[src/rtl/bsq_pkg.sv]
package bsq_pkg;
  localparam int unsigned BEAT_W = 3;

  typedef enum logic [1:0] {
    BL_TWO   = 2'd0,
    BL_FOUR  = 2'd1,
    BL_EIGHT = 2'd2,
    BL_EIGHX = 2'd3
  } blen_e;

  typedef enum logic {
    ORD_SEQ = 1'b0,
    ORD_ILV = 1'b1
  } ord_e;

  typedef struct packed {
    logic [BEAT_W-1:0] mask;
    ord_e              ord;
  } burst_cfg_t;

  function automatic logic [BEAT_W-1:0] mask_of(input logic [1:0] code);
    case (blen_e'(code))
      BL_TWO:  mask_of = 3'b001;
      BL_FOUR: mask_of = 3'b011;
      default: mask_of = 3'b111;
    endcase
  endfunction
endpackage

[src/rtl/bsq_ctrl.sv]
module bsq_ctrl
  import bsq_pkg::*;
#(
  parameter int unsigned COL_W = 10
) (
  input  logic              clk,
  input  logic              rst,
  input  logic              start_i,
  input  logic [COL_W-1:0]  start_col_i,
  input  logic [1:0]        blen_i,
  input  logic              ilv_i,
  input  logic              step_i,
  output logic              busy_o,
  output burst_cfg_t        cfg_o,
  output logic [COL_W-1:0]  base_o,
  output logic [BEAT_W-1:0] beat_o,
  output logic              fire_o,
  output logic              final_o
);
  logic              busy_q;
  burst_cfg_t        cfg_q;
  logic [COL_W-1:0]  base_q;
  logic [BEAT_W-1:0] beat_q;
  logic              fire;
  logic              fin;

  assign fire = busy_q & step_i;
  assign fin  = fire & (beat_q == cfg_q.mask);

  always_ff @(posedge clk) begin
    if (rst) begin
      busy_q <= 1'b0;
      cfg_q  <= '0;
      base_q <= '0;
      beat_q <= '0;
    end else if (!busy_q) begin
      if (start_i) begin
        busy_q     <= 1'b1;
        cfg_q.mask <= mask_of(blen_i);
        cfg_q.ord  <= ord_e'(ilv_i);
        base_q     <= start_col_i;
        beat_q     <= '0;
      end
    end else if (fire) begin
      if (fin) begin
        busy_q <= 1'b0;
        beat_q <= '0;
      end else begin
        beat_q <= beat_q + 3'd1;
      end
    end
  end

  assign busy_o  = busy_q;
  assign cfg_o   = cfg_q;
  assign base_o  = base_q;
  assign beat_o  = beat_q;
  assign fire_o  = fire;
  assign final_o = fin;

  assert_beat_advance_R7: assert property (@(posedge clk) disable iff (rst)
    (fire && !fin) |=> (beat_q == $past(beat_q) + 3'd1));
  assert_stall_holds_R7: assert property (@(posedge clk) disable iff (rst)
    (busy_q && !step_i) |=> $stable(beat_q));
  assert_start_ignored_R8: assert property (@(posedge clk) disable iff (rst)
    busy_q |=> $stable(base_q));
  assert_cfg_frozen_R10: assert property (@(posedge clk) disable iff (rst)
    busy_q |=> $stable(cfg_q));
  assert_idle_after_last_R9: assert property (@(posedge clk) disable iff (rst)
    fin |=> !busy_q);
endmodule

[src/rtl/bsq_addr_gen.sv]
module bsq_addr_gen
  import bsq_pkg::*;
#(
  parameter int unsigned COL_W = 10
) (
  input  logic [COL_W-1:0]  base_i,
  input  burst_cfg_t        cfg_i,
  input  logic [BEAT_W-1:0] beat_i,
  output logic [COL_W-1:0]  col_o
);
  logic [BEAT_W-1:0] seq_pos;
  logic [BEAT_W-1:0] ilv_pos;
  logic [BEAT_W-1:0] pos;

  // carries only travel upward, so the bits inside the mask wrap by themselves
  assign seq_pos = base_i[BEAT_W-1:0] + beat_i;
  assign ilv_pos = base_i[BEAT_W-1:0] ^ beat_i;
  assign pos     = (cfg_i.ord == ORD_ILV) ? ilv_pos : seq_pos;

  for (genvar b = 0; b < COL_W; b++) begin : g_bit
    if (b < BEAT_W) begin : g_low
      assign col_o[b] = cfg_i.mask[b] ? pos[b] : base_i[b];
    end else begin : g_high
      assign col_o[b] = base_i[b];
    end
  end
endmodule

[src/rtl/bsq_out_reg.sv]
module bsq_out_reg
  import bsq_pkg::*;
#(
  parameter int unsigned COL_W = 10
) (
  input  logic              clk,
  input  logic              rst,
  input  logic              fire_i,
  input  logic              final_i,
  input  logic [COL_W-1:0]  col_i,
  input  logic [COL_W-1:0]  base_i,
  input  logic [BEAT_W-1:0] mask_i,
  output logic [COL_W-1:0]  col_o,
  output logic              valid_o,
  output logic              last_o
);
  logic [COL_W-1:0] col_q;
  logic             valid_q;
  logic             last_q;
  logic [COL_W-1:0] keep_mask;

  assign keep_mask = ~{{(COL_W-BEAT_W){1'b0}}, mask_i};

  always_ff @(posedge clk) begin
    if (rst) begin
      col_q   <= '0;
      valid_q <= 1'b0;
      last_q  <= 1'b0;
    end else begin
      valid_q <= fire_i;
      last_q  <= final_i;
      if (fire_i) col_q <= col_i;
    end
  end

  assign col_o   = col_q;
  assign valid_o = valid_q;
  assign last_o  = last_q;

  assert_last_has_valid_R3: assert property (@(posedge clk) disable iff (rst)
    last_q |-> valid_q);
  assert_upper_passthru_R6: assert property (@(posedge clk) disable iff (rst)
    valid_q |-> ((col_q & keep_mask) == (base_i & keep_mask)));
endmodule

[src/rtl/burst_col_seq.sv]
module burst_col_seq
  import bsq_pkg::*;
#(
  parameter int unsigned COL_W = 10
) (
  input  logic             clk,
  input  logic             rst,
  input  logic             start_i,
  input  logic [COL_W-1:0] start_col_i,
  input  logic [1:0]       blen_i,
  input  logic             ilv_i,
  input  logic             step_i,
  output logic [COL_W-1:0] col_o,
  output logic             valid_o,
  output logic             last_o,
  output logic             busy_o
);
  burst_cfg_t        cfg;
  logic [COL_W-1:0]  base;
  logic [BEAT_W-1:0] beat;
  logic              fire;
  logic              fin;
  logic [COL_W-1:0]  col_next;

  bsq_ctrl #(.COL_W(COL_W)) u_ctrl (
    .clk(clk), .rst(rst), .start_i(start_i), .start_col_i(start_col_i),
    .blen_i(blen_i), .ilv_i(ilv_i), .step_i(step_i), .busy_o(busy_o),
    .cfg_o(cfg), .base_o(base), .beat_o(beat), .fire_o(fire), .final_o(fin)
  );

  bsq_addr_gen #(.COL_W(COL_W)) u_gen (
    .base_i(base), .cfg_i(cfg), .beat_i(beat), .col_o(col_next)
  );

  bsq_out_reg #(.COL_W(COL_W)) u_out (
    .clk(clk), .rst(rst), .fire_i(fire), .final_i(fin), .col_i(col_next),
    .base_i(base), .mask_i(cfg.mask), .col_o(col_o), .valid_o(valid_o),
    .last_o(last_o)
  );

  assert_reset_quiet_R1: assert property (@(posedge clk)
    $past(rst) |-> (!valid_o && !last_o && !busy_o));
endmodule

[config.mk]
export PLATFORM = sky130hd
export DESIGN_NAME = burst_col_seq
export DESIGN_NICKNAME = d
export VERILOG_FILES = /design/src/rtl/bsq_pkg.sv /design/src/rtl/bsq_ctrl.sv /design/src/rtl/bsq_addr_gen.sv /design/src/rtl/bsq_out_reg.sv /design/src/rtl/burst_col_seq.sv
export SDC_FILE = /design/constraint.sdc
export NUM_CORES = 1
export LEC_CHECK = 0
export BUFFER_PORTS_ARGS = -buffer_cell sky130_fd_sc_hd__buf_2
export CORE_AREA = 2 2 66 49
export DETAILED_ROUTE_END_ITERATION = 10
export DIE_AREA = 0 0 68 51
export PLACE_DENSITY = 0.73
export SLEW_MARGIN = 15
export SYNTH_ARGS = -nofsm -noshare
export SYNTH_HDL_FRONTEND = slang
export SYNTH_SLANG_ARGS = --single-unit
[constraint.sdc]
create_clock -name clk -period 2.32 [get_ports clk]
set_clock_uncertainty 0.15 [all_clocks]
set_input_delay 0.464 -clock clk [delete_from_list [all_inputs] [get_ports clk]]
set_output_delay 0.464 -clock clk [all_outputs]
set_load 0.005 [all_outputs]
---- Word level (Yosys, flattened, before mapping) ----
Cells that the tools add are included.
word-level totals
  bits in read-only memories .............. 0
  bits in latches ......................... 0
  output and inout port bits .............. 13
  input port bits ......................... 17
  memories ................................ 0
  flip-flop bits (word level) ............. 30
  RAM bits ................................ 0
operators by class
  equal/unequal tests ..................... 3
  div/mod/pow operators ................... 0
  multipliers ............................. 0
  reduce and logical (&&, ||, !) cells .... 4
  shifts and indexed selects .............. 0
  bitwise gates (word level) .............. 4
  order comparisons ....................... 0
  muxes and demuxes ....................... 13
  add/subtract/negate cells ............... 2
operators by type and width
  kind                                           number
  2-to-1 mux 3 bit                               5
  2-to-1 mux 1 bit                               7
  one-hot mux 3 bit (2 select lines)             1
  AND reduction 2 bit                            2
  adder 3 x 1 -> 3 bit, second input constant    1
  adder 3 bit                                    1
  == test 3 bit                                  1
  XOR 3 bit                                      1
  AND 1 bit                                      2
  == test 2 x 1 -> 1 bit, second input constant  1
  zero test 2 bit                                1
  inequality test 2 bit, second input constant   1
  nonzero test 2 bit                             1
  NOT 1 bit                                      1

---- Longest topological paths before layout ----
  depth after elaboration ................. 5
  depth in mapped cells ................... 6
  depth with buffers taken out ............ 6

---- Hierarchy ----
From an unflattened synthesis, not the netlist that was laid out.
unflattened totals
  cell total of the unflattened synthesis .. 142
  area, all modules ....................... 1,290.0 um^2
modules (own cells, without submodules)
  module        instances  cells an instance  area each (um^2)
  bsq_ctrl      1          85                 718.2
  bsq_out_reg   1          36                 406.6
  bsq_addr_gen  1          21                 165.2

---- Worst setup path after synthesis ----
Ideal clock, no wire load.
  path kind ............................... register to register
  start ................................... register u_ctrl.beat_q[0], in the netlist u_ctrl.beat_o[0]
  end ..................................... register u_out.col_q[2], in the netlist u_out.col_o[2]
  library setup time ...................... 86 ps
  data required time ...................... 2,084 ps
  cell stages (with the launch flop) ...... 7
  path slack .............................. 562 ps
  buffers on the path ..................... 0
  period minus slack after synthesis ...... 1,758 ps
  data arrival time ....................... 1,523 ps
  cell sequence ........................... dfxtp_1 ha_1 inv_1 fa_1 o21a_1 o2111a_1 a211oi_1
on the way
  cells in the longest elaborated chain, start to end .. 3
RTL lines
  item                    line                RTL
  from (decl)             bsq_ctrl.sv:23      logic [BEAT_W-1:0] beat_q;
  from (signal assigned)  bsq_ctrl.sv:49      beat_q <= beat_q + 3'd1;
  adder 3 bit             bsq_addr_gen.sv:16  assign seq_pos = base_i[BEAT_W-1:0] + beat_i;
  2-to-1 mux 3 bit        bsq_addr_gen.sv:18  assign pos = (cfg_i.ord == ORD_ILV) ? ilv_pos : seq_pos;
  2-to-1 mux 1 bit        bsq_addr_gen.sv:22  assign col_o[b] = cfg_i.mask[b] ? pos[b] : base_i[b];
  to (signal assigned)    bsq_out_reg.sv:32   if (fire_i) col_q <= col_i;
  to (decl)               bsq_out_reg.sv:17   logic [COL_W-1:0] col_q;
Every way passes these cells.
A chain may end at the register's enable or synchronous reset.

---- Worst setup path after layout ----
Ends and elaborated chain as after synthesis.

==> reports/results.ini <==
[place]
gp_congestion = 0.7835
dp_hpwl_um = 1759
port_buffers = 29

[route]
drt_iter0_drc = 36
wire_per_inst_um = 11.95
first_pass_iters = 4
wl_um = 2546
drc = 0
final_antenna_net_count = 0
vias = 1073
vias_per_cell = 5.038

[sta]
max_freq_mhz = 530.5
tns_ps = 0
relSlewSlack = 0.5270
drv_slew = 0
final_hold_viol_count = 0
rsz0062_at_grt = no
worst_pin_slew_ps = 703.0
period_share = 0.8126
post-route-min-period_ps = 1885
finalSetupViolCount = 0

[synth]
synth.distinct_cells = 27
ys_top_cells_by_area = dfxtp_1 49%, nand2_1 12%, a21oi_1 7.8%
yosysTopAreaCell = dfxtp_1
synthDominantCellAreaShare = 0.4933
synthesis.nets = 166
ys_seq_area_frac = 0.4933
ys_warn_count = 0
synth.ff_latch_count = 30
synth_cells = 145
synthesis.area_mm2 = 0.001217
syn_avg_cell_area_um2 = 8.396

[global_routing]
grt_max_degree = 32
grt-ovfl-total = 0
grt_pass1_wl_um = 4105
grt_use_total = 0.1644
grt_pass1_vias = 930
antenna_found_initial = 0

[final_layout]
antenna_cells = 0
multi_input_area_um2 = 570.5
layout-drive-gt1-share = 0.2171
regArea_um2 = 600.6
areaGrowthSynthToFinish_pct = 21.38
num-fill-cells = 288
nets = 195

[job]
cap_violations = 0

[clocking]
cts-htree-levels = 2
ctsHoldBuffers = 0
cts_buffers = 5
clock_path_buffers = 2
tritoncts = done
cts-resized-gates = 0
post_cts_buffers = 0
clock-sinks = 30
clkTransAtPathRegs_ps = 60
cts-root-buf = clkbuf_8
insertion_delay_ps = 280

[setup_path]
cp_max_fo = 5
worstPathCellList = ha_1, inv_1, fa_1, o21a_1, o2111a_1, a211oi_1
slowest_stage = dfxtp_1
critical_path_class = flop to flop
cp.required_ps = 2360
cp_slowest_stage_delay_ps = 410
cp-start-kind = flop
endpoint_kind = flop
critical_path_arrival_ps = 1930

[floorplan]
row_count = 17
initial_core_util = 0.4147
die_w_um = 68
core_area_mm2 = 0.002935
die_area_mm2 = 0.003468
ios = 30
die_h_um = 51

[power_and_ir_drop]
comb_power_share = 0.097
power_density_mw_per_mm2 = 734.7
switching_share = 0.2421
p_leak_nw = 0.6447
total_power_mw = 1.086
power_switching_mw = 0.2629
seqPwrFrac = 0.516
internal-power_mw = 0.8228
max-vdd-ir-drop_mv = 0.3389
p_clk_frac = 0.387

[hold_path]
min_path_type = input port to flop

[outcome]
status = finished, final reports clean

## power by group through the flow
stage | combinational [mW] | sequential (mW) | clock, mW
CTS | 0.106 | 0.560 | 0.428
global route | 0.118 | 0.564 | 0.454
global placement | 0.103 | 0.569 | 0
floorplan | 0.0678 | 0.568 | 0
detailed placement | 0.106 | 0.571 | 0
finish | 0.105 | 0.560 | 0.420
## critical path: cells and delay by family, from the launching register on
family          cells  cell delay [ps]
flops               1              410
buf+inv             1               50
fa+ha+maj           2              570
compound gates      3              620
## cell families (layout without fill, tap and decap cells)
| logic type | Yosys count | in the layout | synth area share |
|---|---|---|---|
| simple gates | 64 | 64 | 0.2282 |
| buf+inv | 12 | 42 | 0.03802 |
| compound gates | 29 | 29 | 0.1470 |
| mux | 3 | 3 | 0.02467 |
| flops | 30 | 30 | 0.4933 |
| xor+xnor | 3 | 3 | 0.02159 |
| fa+ha+maj | 4 | 4 | 0.04728 |
## per-layer routing
metal  part of all wire  GRT usage
met5                  0          0
met4              0.023    0.08000
met3              0.049    0.04626
met1               0.45     0.2014
met2               0.47     0.2638
## final cells by class
| cell class | count | share of cell area |
|---|---|---|
| Sequential cell | 30 | 0.4064 |
| Multi-Input combinational cell | 103 | 0.3861 |
| Timing Repair Buffer | 30 | 0.1033 |
| Clock buffer | 7 | 0.05842 |
| Tap cell | 38 | 0.03218 |
| Inverter | 4 | 0.01016 |
| Clock inverter | 1 | 0.003387 |
## path summary, 6_finish.rpt
check	startpoint	to	slack, ps	depth (start not counted)
worst max-delay path	u_ctrl.beat_o[0]$_SDFFE_PP0P_	u_out.col_o[2]$_SDFFE_PP0P_	430	6
worst min-delay path	start_col_i[4]	u_ctrl.base_o[4]$_SDFFE_PP0P_	270	3
worst max register to register	u_ctrl.beat_o[0]$_SDFFE_PP0P_	u_out.col_o[2]$_SDFFE_PP0P_	430	6
worst min register to register	u_out.col_o[9]$_SDFFE_PP0P_	u_out.col_o[9]$_SDFFE_PP0P_	300	2
## cell usage in the layout (no fill, tap or decap), types with 3 or more instances in the layout
cell | Yosys | layout
nor3_1 | 6 | 6
xor2_1 | 3 | 3
inv_1 | 4 | 4
nand2_1 | 39 | 39
nor2_1 | 8 | 8
clkbuf_8 | 0 | 6
nand2b_1 | 3 | 3
mux2i_1 | 3 | 3
ha_1 | 3 | 3
buf_2 | 1 | 29
dfxtp_1 | 30 | 30
a21oi_1 | 19 | 19
## sequential cells by signal, summed over array words and instances (netlist names)
signal and cells:
u_ctrl.busy_o 1, u_ctrl.beat_o 3, u_out.col_o 10, u_ctrl.base_o 10
u_out.valid_o 1, u_out.last_o 1, u_ctrl.cfg_o 4
## stage by stage
step | cells | setup WS (ps) | hold WS, ps | util | cell area (um^2)
after CTS | 213 | 431.9 | 266.7 | 0.5034 | 1478
after global placement | 205 | 518.3 | 287.2 | 0.4723 | 1386
after global routing | 213 | 319.2 | 269.5 | 0.5034 | 1478
final | 213 | 434.8 | 271.8 | 0.5034 | 1478
after floorplan | 145 | 561.7 | 282.1 | - | 1217
after detailed placement | 205 | 449.4 | 294.0 | 0.4723 | 1386
## synthesized netlist by cell type
cell	number
a2111oi_2	1
a211oi_1	2
a21oi_1	19
a311oi_1	1
and2_1	1
and2b_1	1
buf_2	1
clkbuf_1	7
dfxtp_1	30
fa_1	1
ha_1	3
inv_1	4
mux2i_1	3
nand2_1	39
nand2b_1	3
nand3b_1	1
nor2_1	8
nor2b_1	2
nor3_1	6
nor4_1	2
o2111a_1	1
o21a_1	1
o21ai_0	2
o21bai_1	1
o41ai_1	1
or3_1	1
xor2_1	3
Power figures use the tool's default switching activity.
